File: config.mk
export PLATFORM = sky130hd
export DESIGN_NAME = swtrig_evt
export DESIGN_NICKNAME = d
export VERILOG_FILES = /design/src/rtl/swtrig_pkg.sv /design/src/rtl/swtrig_lanes.sv /design/src/rtl/swtrig_fsm.sv /design/src/rtl/swtrig_evt.sv
export SDC_FILE = /design/constraint.sdc
export NUM_CORES = 1
export LEC_CHECK = 0
export ABC_CLOCK_PERIOD_IN_PS = 800
export BUFFER_PORTS_ARGS = -buffer_cell sky130_fd_sc_hd__buf_2
export CAP_MARGIN = 15
export CORE_ASPECT_RATIO = 0.9
export CORE_UTILIZATION = 34
export CTS_BUF_LIST = sky130_fd_sc_hd__clkbuf_4 sky130_fd_sc_hd__clkbuf_8
export CTS_CLUSTER_DIAMETER = 80
export CTS_CLUSTER_SIZE = 16
export DETAILED_ROUTE_END_ITERATION = 10
export HOLD_SLACK_MARGIN = 0.15
export PLACE_DENSITY = 0.85
export SYNTH_ARGS = -nofsm -noshare
export SYNTH_HDL_FRONTEND = slang
export SYNTH_SLANG_ARGS = --single-unit
File: constraint.sdc
create_clock -name clk -period 0.8 [get_ports clk]
set_clock_uncertainty 0.05 [all_clocks]
set_input_delay 0.08 -clock clk [delete_from_list [all_inputs] [get_ports clk]]
set_output_delay 0.08 -clock clk [all_outputs]
set_load 0.03 [all_outputs]
File: src/rtl/swtrig_pkg.sv
package swtrig_pkg;
    typedef enum logic {
        TRG_LOW  = 1'b0,
        TRG_HIGH = 1'b1
    } trg_state_t;
endpackage

File: src/rtl/swtrig_lanes.sv
module swtrig_lanes #(
    parameter int IMPL_W = 16
) (
    input  logic                  clk,
    input  logic                  rst_n,
    input  logic                  wr_stb,
    input  logic [IMPL_W/8-1:0]   lane_en,
    input  logic [IMPL_W-1:0]     wdata,
    output logic [IMPL_W-1:0]     store
);
    localparam int LANES = IMPL_W / 8;

    for (genvar g = 0; g < LANES; g++) begin : g_lane
        always_ff @(posedge clk) begin
            if (!rst_n) begin
                store[g*8 +: 8] <= '0;
            end else if (wr_stb && lane_en[g]) begin
                store[g*8 +: 8] <= wdata[g*8 +: 8];
            end
        end
    end
endmodule

File: src/rtl/swtrig_fsm.sv
module swtrig_fsm
    import swtrig_pkg::*;
(
    input  logic clk,
    input  logic rst_n,
    input  logic wr_low,
    input  logic wr_bit0,
    input  logic sel_next,
    output logic trig,
    output logic sci_msg,
    output logic smi_req
);
    trg_state_t state, state_nx;
    logic       arm;

    always_comb begin
        state_nx = state;
        arm      = 1'b0;
        unique case (state)
            TRG_LOW: begin
                if (wr_low && wr_bit0) begin
                    state_nx = TRG_HIGH;
                    arm      = 1'b1;
                end
            end
            TRG_HIGH: begin
                if (wr_low && !wr_bit0) begin
                    state_nx = TRG_LOW;
                end
            end
            default: state_nx = TRG_LOW;
        endcase
    end

    always_ff @(posedge clk) begin
        if (!rst_n) begin
            state <= TRG_LOW;
        end else begin
            state <= state_nx;
        end
    end

    always_ff @(posedge clk) begin
        if (!rst_n) begin
            sci_msg <= 1'b0;
            smi_req <= 1'b0;
        end else begin
            sci_msg <= arm && sel_next;
            smi_req <= arm && !sel_next;
        end
    end

    assign trig = (state == TRG_HIGH);
endmodule

File: src/rtl/swtrig_evt.sv
module swtrig_evt #(
    parameter int DATA_W = 32,
    parameter int IMPL_W = 16
) (
    input  logic              clk,
    input  logic              rst_n,
    input  logic              reg_sel,
    input  logic              wr_en,
    input  logic [DATA_W-1:0] wr_data,
    input  logic [DATA_W/8-1:0] be,
    output logic [DATA_W-1:0] rd_data,
    output logic              sci_msg,
    output logic              smi_req
);
    localparam int SEL_BIT  = IMPL_W - 1;
    localparam int SEL_LANE = SEL_BIT / 8;
    localparam int LANES    = IMPL_W / 8;

    logic              wr_stb;
    logic [IMPL_W-1:0] store;
    logic              trig;
    logic              sel_next;
    logic              unused_hi;

    assign wr_stb = reg_sel && wr_en;

    swtrig_lanes #(.IMPL_W(IMPL_W)) u_lanes (
        .clk     (clk),
        .rst_n   (rst_n),
        .wr_stb  (wr_stb),
        .lane_en (be[LANES-1:0]),
        .wdata   (wr_data[IMPL_W-1:0]),
        .store   (store)
    );

    assign sel_next = (wr_stb && be[SEL_LANE]) ? wr_data[SEL_BIT] : store[SEL_BIT];

    swtrig_fsm u_fsm (
        .clk      (clk),
        .rst_n    (rst_n),
        .wr_low   (wr_stb && be[0]),
        .wr_bit0  (wr_data[0]),
        .sel_next (sel_next),
        .trig     (trig),
        .sci_msg  (sci_msg),
        .smi_req  (smi_req)
    );

    assign rd_data   = {{(DATA_W-IMPL_W){1'b0}}, store[IMPL_W-1:1], trig};
    assign unused_hi = ^{wr_data[DATA_W-1:IMPL_W], be[DATA_W/8-1:LANES], store[0]};
endmodule

### After elaboration in Yosys (flattened, before gate mapping)

Index checks and enable logic that the tools add are counted.

* register bits: 19
* latch bits: 0
* memory bits (writable): 0
* memory bits (read-only): 0
* input port bits: 40
* output and inout bits: 34
* memories kept: 0

* add/subtract/negate cells: 0
* multipliers: 0
* div/mod/pow operators: 0
* magnitude comparators: 0
* eq/ne operators: 0
* shift-type cells: 0
* muxes and demuxes: 5
* bitwise operators: 1
* reductions and logical operators: 9

Operator list (count)
* logical AND 1 bit: 7
* 2-to-1 mux 1 bit: 4
* zero test 1 bit: 2
* one-hot mux 1 bit (2 select lines): 1
* inverter 1 bit: 1

### Longest topological paths before layout

Gate-level depths: netlist of the first run.

* depth in word-level cells: 6
* gate-level depth with buffers: 4
* mapped depth without buffers: 3

### Modules after synthesis

A second synthesis of the first run with hierarchy kept.

* cells, all modules: 106
* area total of the unflattened synthesis: 973.4 um2

Modules (own cells, without submodules)
* swtrig_lanes: instances 1, cells each 75, area an instance 710.7 um2
* swtrig_evt: instances 1, cells each 22, area an instance 166.4 um2
* swtrig_fsm: instances 1, cells each 9, area an instance 96.3 um2

### Least setup slack after synthesis of the first run

No wires, ideal clock.

* path kind: flip-flop to flip-flop
* start point: reg u_lanes.store[15]
* end point: reg u_fsm.sci_msg
* library setup time: 0.093 ns
* data arrival time: 0.869 ns
* path slack: -0.212 ns
* stages on the path, launching flop included: 3
* buffers on the path: 0
* clock period less this slack: 1.012 ns
* path through: dfxtp_1 -> mux2i_1 -> nor4_1

* longest elaborated chain between the ends: 2

Ends and longest elaborated chain
* start, declared: RTL line swtrig_lanes.sv:9 `output logic [IMPL_W-1:0] store`
* start signal, assigned by index: RTL line swtrig_lanes.sv:18 `store[g*8 +: 8] <= wdata[g*8 +: 8];`
* 2-to-1 mux 1 bit: RTL line swtrig_evt.sv:36 `assign sel_next = (wr_stb && be[SEL_LANE]) ? wr_data[SEL_BIT] : store[SEL_BIT];`
* logical AND 1 bit: RTL line swtrig_fsm.sv:48 `sci_msg <= arm && sel_next;`
* end signal, assigned: RTL line swtrig_fsm.sv:48
* end, declared: RTL line swtrig_fsm.sv:10 `output logic sci_msg,`

Every way passes these cells.
A chain may end at the register's enable or synchronous reset.

### Worst setup path after layout of the first run

* start point: in wr_data[0]
* end point: reg u_fsm.sci_msg

* longest elaborated chain between the ends: 4

Ends and longest elaborated chain
* start, declared: RTL line swtrig_evt.sv:9 `input logic [DATA_W-1:0] wr_data,`
* logical AND 1 bit: RTL line swtrig_fsm.sv:21 `if (wr_low && wr_bit0) begin`
* 2-to-1 mux 1 bit: RTL line swtrig_fsm.sv:21
* 2-to-1 mux 1 bit: RTL line swtrig_fsm.sv:19 `unique case (state)`
* logical AND 1 bit: RTL line swtrig_fsm.sv:48

Every way passes these cells.

==> metrics.cfg, run 1 <==
[run_status]
outcome=finished with violations
violations=negative setup slack

[critical_path]
cp_slowest_cell=dlygate4sd3_1
rr_endpoint=u_fsm.sci_msg$_SDFF_PN0_
crit_type=in2reg
crit_path_end_kind=register
start_kind=primary input
worst-r2r-cell-count=2
r2r_slack_ns=-0.08
crit_required_ns=0.95
path_cells=buf_2 -> dlygate4sd3_1 -> nand2_2 -> nor4_2
cp_max_fo=2
path_buf_inv=2
cp.arrival_ns=1.06
critPathTopFamily=buffers and inverters
slowest_delay_ns=0.58

[power_and_ir_drop]
power_density_mw_per_mm2=1450
ir_worst_vdd_v=0.000786
p_leak_nw=0.653

[routing]
vias_per_cell=4.20
drt_iter0_drc=7
dr.pass1.iters=4
drtAntennaViolNets=0
route.vias.total=723
avgRoutedWirePerCell_um=11.4
routed_wl_um=1970
drc=0

[synthesis]
synth-simple-area-share_pct=19.9
synthCells=85
yosysUniqueCellTypes=14
synth_area_leaders=dfxtp_1 45%, buf_4 16%, mux2i_1 10%, nand2_1 8.0%, a21boi_1 7.5%
synth-xor-area-share_pct=0
synth_fa_ha_area_share_pct=0
postSynthAreaPerCell_um2=9.41
seq_area_frac_synth_pct=45.1
synth_top_family_by_area=simple AND/OR/NAND/NOR gates
synth-compound-area-share_pct=7.51
yosys.area.top_type=dfxtp_1
synthesis.area_um2=800
synth_top_area_share_pct=45.1
synth_seq_cells=18
synth_mux_area_share_pct=10.0
yosys_warnings=0

[cells_and_area]
mostFrequentLayoutCells=21 x buf_2, 18 x buf_6, 17 x dfxtp_2
synthToLayoutAreaGrowth_pct=67.8
fillCellCount=183
instances_no_fill=172
multi_input_area_um2=380
final_common_cell=buf_2
final_nets=186
regArea_um2=385
final_layout_size_suffix_gt1_share_pct=49.0
num_antenna_cells=0
final_cell_area_mm2=0.00134

[clocking]
path_clk_slew_ns=0.10
cts_max_path_buffers=2
h-tree-depth=1
clk_latency_ns=0.28
root_buffer=clkbuf_4
numClockSinks=18
cts_tree=yes
cts_buffers=3

[global_route]
overflow=0
grtUsageMet1_pct=15.5
grtUsageMet2_pct=28.6
busiest_layer=met2
grt_start_max_net_pins=17
grtUsageTotal_pct=14.7
grt_pass1_wl_um=2570
grt_antenna_before_repair=0
grt_util_met3_pct=2.54
grt_pass1_vias=625

[floorplanning]
die-height_um=48.0
ios=74
coreArea_mm2=0.00220
fp-row-count=16
dieArea_mm2=0.00255
start_util_pct=36.3
die_w_um=53.1

[place]
io_buffers=39
dp_hpwl_um=1250
gp_congestion=0.611
dp_cells=152
dpl_cell_area_mm2=0.00101

[timing]
rsz0062_at_grt=true
layout_min_cycle_time_ns=0.914
slew_violations=0
finalHoldViolations=0
setup_violations=20
finalCritPeriodShare_pct=114
setup_ws_ns=-0.114
clock.fmax_mhz=1090

[worst_hold_path]
hold_depth=3
min_to=u_fsm.sci_msg$_SDFF_PN0_
worstHoldPathType=in2reg
min-delay-start=rst_n

[job]
drv_cap=0

layer usage:
metal,part of all wire [%],vias to the layer above
met5,0,-
met4,0.71,0
met3,3.7,2
met2,57,30
met1,38,330
li1,-,361
flip-flops by register name, indices dropped and copies added (netlist names), named ones only:
signal and count:
u_lanes.store 15, u_fsm.sci_msg 1, u_fsm.smi_req 1
metrics by stage:
stage | setup WS (ns) | power [W] | hold slack, ns | TNS, ns | utilization (%)
6_report | -0.114 | 0.00194 | 0.00445 | -1.85 | 60.9
3_5_place_dp | -0.117 | 0.00130 | 0.272 | -1.54 | 45.7
4_1_cts | -0.116 | 0.00196 | 0.000656 | -2.08 | 59.8
5_1_grt | -0.160 | 0.00205 | -0.0167 | -2.75 | 60.9
3_3_place_gp | -0.0624 | 0.00129 | 0.263 | -0.884 | 45.7
2_1_floorplan | -0.0186 | 0.00125 | 0.157 | -0.0186 | -
power breakdown:
group / leakage [nW] / total, W / switching (W) / internal (W)
combinational: 0.477 / 0.000449 / 0.000253 / 0.000195
clock: 0.0210 / 0.000545 / 0.000268 / 0.000277
sequential: 0.155 / 0.000947 / 0.0000207 / 0.000926
Yosys cell counts:
master / n
a21boi_1: 8
and3_1: 2
buf_2: 1
buf_4: 17
clkbuf_1: 1
conb_1: 1
dfxtp_1: 18
mux2i_1: 8
nand2_1: 17
nand3_1: 1
nand3_4: 1
nor2_1: 1
nor2b_1: 8
nor4_1: 1
cell type report:
cell class                      count  area share (%)
Timing Repair Buffer               60            37.7
Clock buffer                        4            2.71
Sequential cell                    18            28.7
Tap cell                           27            2.52
Multi-Input combinational cell     63            28.4
how the worst max path moves through the flow:
stage	startpoint	endpoint	slack, ns	depth (start not counted)
floorplan	u_lanes.store[15]$_SDFFE_PN0N_	u_fsm.smi_req$_SDFF_PN0_	-0.02	2
global placement	reg_sel	u_fsm.smi_req$_SDFF_PN0_	-0.06	4
global route	u_lanes.store[3]$_SDFFE_PN0P_	rd_data[3]	-0.16	1
detailed placement	reg_sel	u_fsm.smi_req$_SDFF_PN0_	-0.12	4
finish	wr_data[0]	u_fsm.sci_msg$_SDFF_PN0_	-0.11	4
CTS	u_lanes.store[15]$_SDFFE_PN0N_	rd_data[15]	-0.12	1
worst min-delay path, delay by kind of cell:
family        cells  cell delay (ns)
buf+inv           1             0.11
simple gates      2             0.12
cells by family (layout without fill, tap and decap cells):
kind of cell    Yosys count  count (layout)
other cells               1              16
simple gates             31              31
flops                    18              18
buf+inv                  19              64
mux                       8               8
compound gates            8               8
timing repair:
item / CTS / global route
endpoints found under the hold margin: 18 / 4
setup endpoints to repair: 19 / 22
resized for setup: 39 / 5
buffers inserted: 1 / 0
hold buffers: 15 / 1
Note: power is estimated with default switching activity, not from simulation.
==> run 2, diff against run 1 <==
- SETUP_SLACK_MARGIN: not set -> 0.05
==> run 2 against run 1 <==
Effect of this change:
- the run ends with negative hold slack, negative setup slack left
- global-route usage shrank 0.68 points
- largest cell class unchanged
- sequential power hardly changed
- cell count shrank 4.1%
- total power fell by 1.3%
==> metrics.cfg, run 2 (synthesis results as in run 1) <==
[run_status]
outcome=finished with violations
violations=negative hold slack, negative setup slack

[routing]
dr_wl_met3_um=78
route.vias.total=692
avgRoutedWirePerCell_um=11.2
dr.pass1.iters=4
m1WireLength_um=703
drc=0
vias_per_cell=4.19
met2_length_um=1030
drt_iter0_drc=8
routed_wl_um=1850
maxUsedRoutingLayer=met4
drtAntennaViolNets=0

[clocking]
cts_tree=yes
cts_max_path_buffers=2
h-tree-depth=1
clk_latency_ns=0.28
numClockSinks=18
root_buffer=clkbuf_4
cts_buffers=3
path_clk_slew_ns=0.10

[place]
gp_congestion=0.611
dp_cells=152
dp_hpwl_um=1250
io_buffers=39
dp_slack_ns=-0.117

[critical_path]
cp_slowest_cell=dfxtp_4
path_buf_inv=1
worst-r2r-cell-count=2
crit_path_end_kind=output port
start_kind=register
slowest_delay_ns=0.38
critPathTopFamily=flip-flops
crit_required_ns=0.67
cp_max_fo=2
cp.arrival_ns=0.78
path_depth=1
crit_type=reg2out
path_cells=buf_6

[floorplanning]
die-height_um=48.0
coreArea_mm2=0.00220
die_w_um=53.1
fp-row-count=16
ios=74
start_util_pct=36.3
dieArea_mm2=0.00255

[worst_hold_path]
hold_depth=3
worstHoldPathType=in2reg

[power_and_ir_drop]
power_density_mw_per_mm2=1500
p_leak_nw=0.614
ir_worst_vdd_v=0.000882

[global_route]
overflow=0
grt_start_max_net_pins=17
grt_antenna_before_repair=0
grtUsageTotal_pct=14.0
grt_pass1_vias=587
grt_pass1_wl_um=2440

[cells_and_area]
top_register=u_lanes.store
fillCellCount=189
largest_reg_flops=15
fin_util_pct=57.8
synthToLayoutAreaGrowth_pct=59.2
final_nets=179
largestRegisters=u_lanes.store x15, u_fsm.sci_msg x1, u_fsm.smi_req x1
final_layout_size_suffix_gt1_share_pct=51.4
final_common_cell=buf_2
num_antenna_cells=0
mostFrequentLayoutCells=21 x buf_2, 19 x buf_6, 17 x dfxtp_2
instances_no_fill=165

[timing]
fin_setup_tns_ns=-1.66
fin_hold_ws_ns=-0.0167
clock.fmax_mhz=1090
finalHoldViolations=3
setup_ws_ns=-0.114
slew_violations=0
finalCritPeriodShare_pct=114
setup_violations=20
rsz0062_at_grt=true
layout_min_cycle_time_ns=0.914

[job]
drv_cap=0

[run 2: power breakdown]
part | leakage (nW) | internal [W] | total [W] | switching (W)
Combinational | 0.439 | 0.000173 | 0.000421 | 0.000248
Sequential | 0.155 | 0.000926 | 0.000947 | 0.0000205
Clock | 0.0210 | 0.000277 | 0.000547 | 0.000270
Total | 0.614 | 0.00138 | 0.00191 | 0.000538
[run 2: layout make-up]
type | instances | area [µm²] | share of cell area (%)
Clock buffer | 4 | 36.3 | 2.85
Multi-Input combinational cell | 63 | 380 | 29.9
Sequential cell | 18 | 385 | 30.3
Tap cell | 27 | 33.8 | 2.65
Timing Repair Buffer | 53 | 437 | 34.3
[run 2: repair_timing]
item | 4_1_cts | 5_1_grt
setup endpoints to repair | 21 | 22
gates resized for setup | 40 | 4
pin swaps | 1 | 3
hold buffers | 8 | 1
gates cloned | 0 | 0
setup buffers | 1 | 0
hold endpoints to repair | 18 | 11
[run 2: path summary, 6_finish.rpt]
| path | startpoint | to | slack, ns |
|---|---|---|---|
| hold reg to reg | u_lanes.store[6]$_SDFFE_PN0P_ | u_lanes.store[6]$_SDFFE_PN0P_ | 0.42 |
| setup reg to reg | register | u_fsm.sci_msg$_SDFF_PN0_ | -0.05 |
| hold / removal | wr_data[0] | register | -0.02 |
| setup / recovery | u_lanes.store[15]$_SDFFE_PN0N_ | rd_data[15] | -0.11 |
[run 2: stage by stage]
stage                     instance area [µm²]  total power, W
final                                    1270         0.00191
after floorplan                           877         0.00125
after global placement                   1010         0.00129
after detailed placement                 1010         0.00130
after CTS                                1250         0.00193
after global routing                     1270         0.00203
[run 2: routing by layer]
layer	GRT usage, %	vias to the layer above
li1	-	347
met1	15.3	303
met2	26.6	36
met3	2.22	6
met4	7.37	0
met5	0	-
[run 2: worst register-to-register path, stage by stage (launching register included)]
cell	delay, ns
dfxtp_2	0.34
buf_6	0.11
nor4_2	0.25
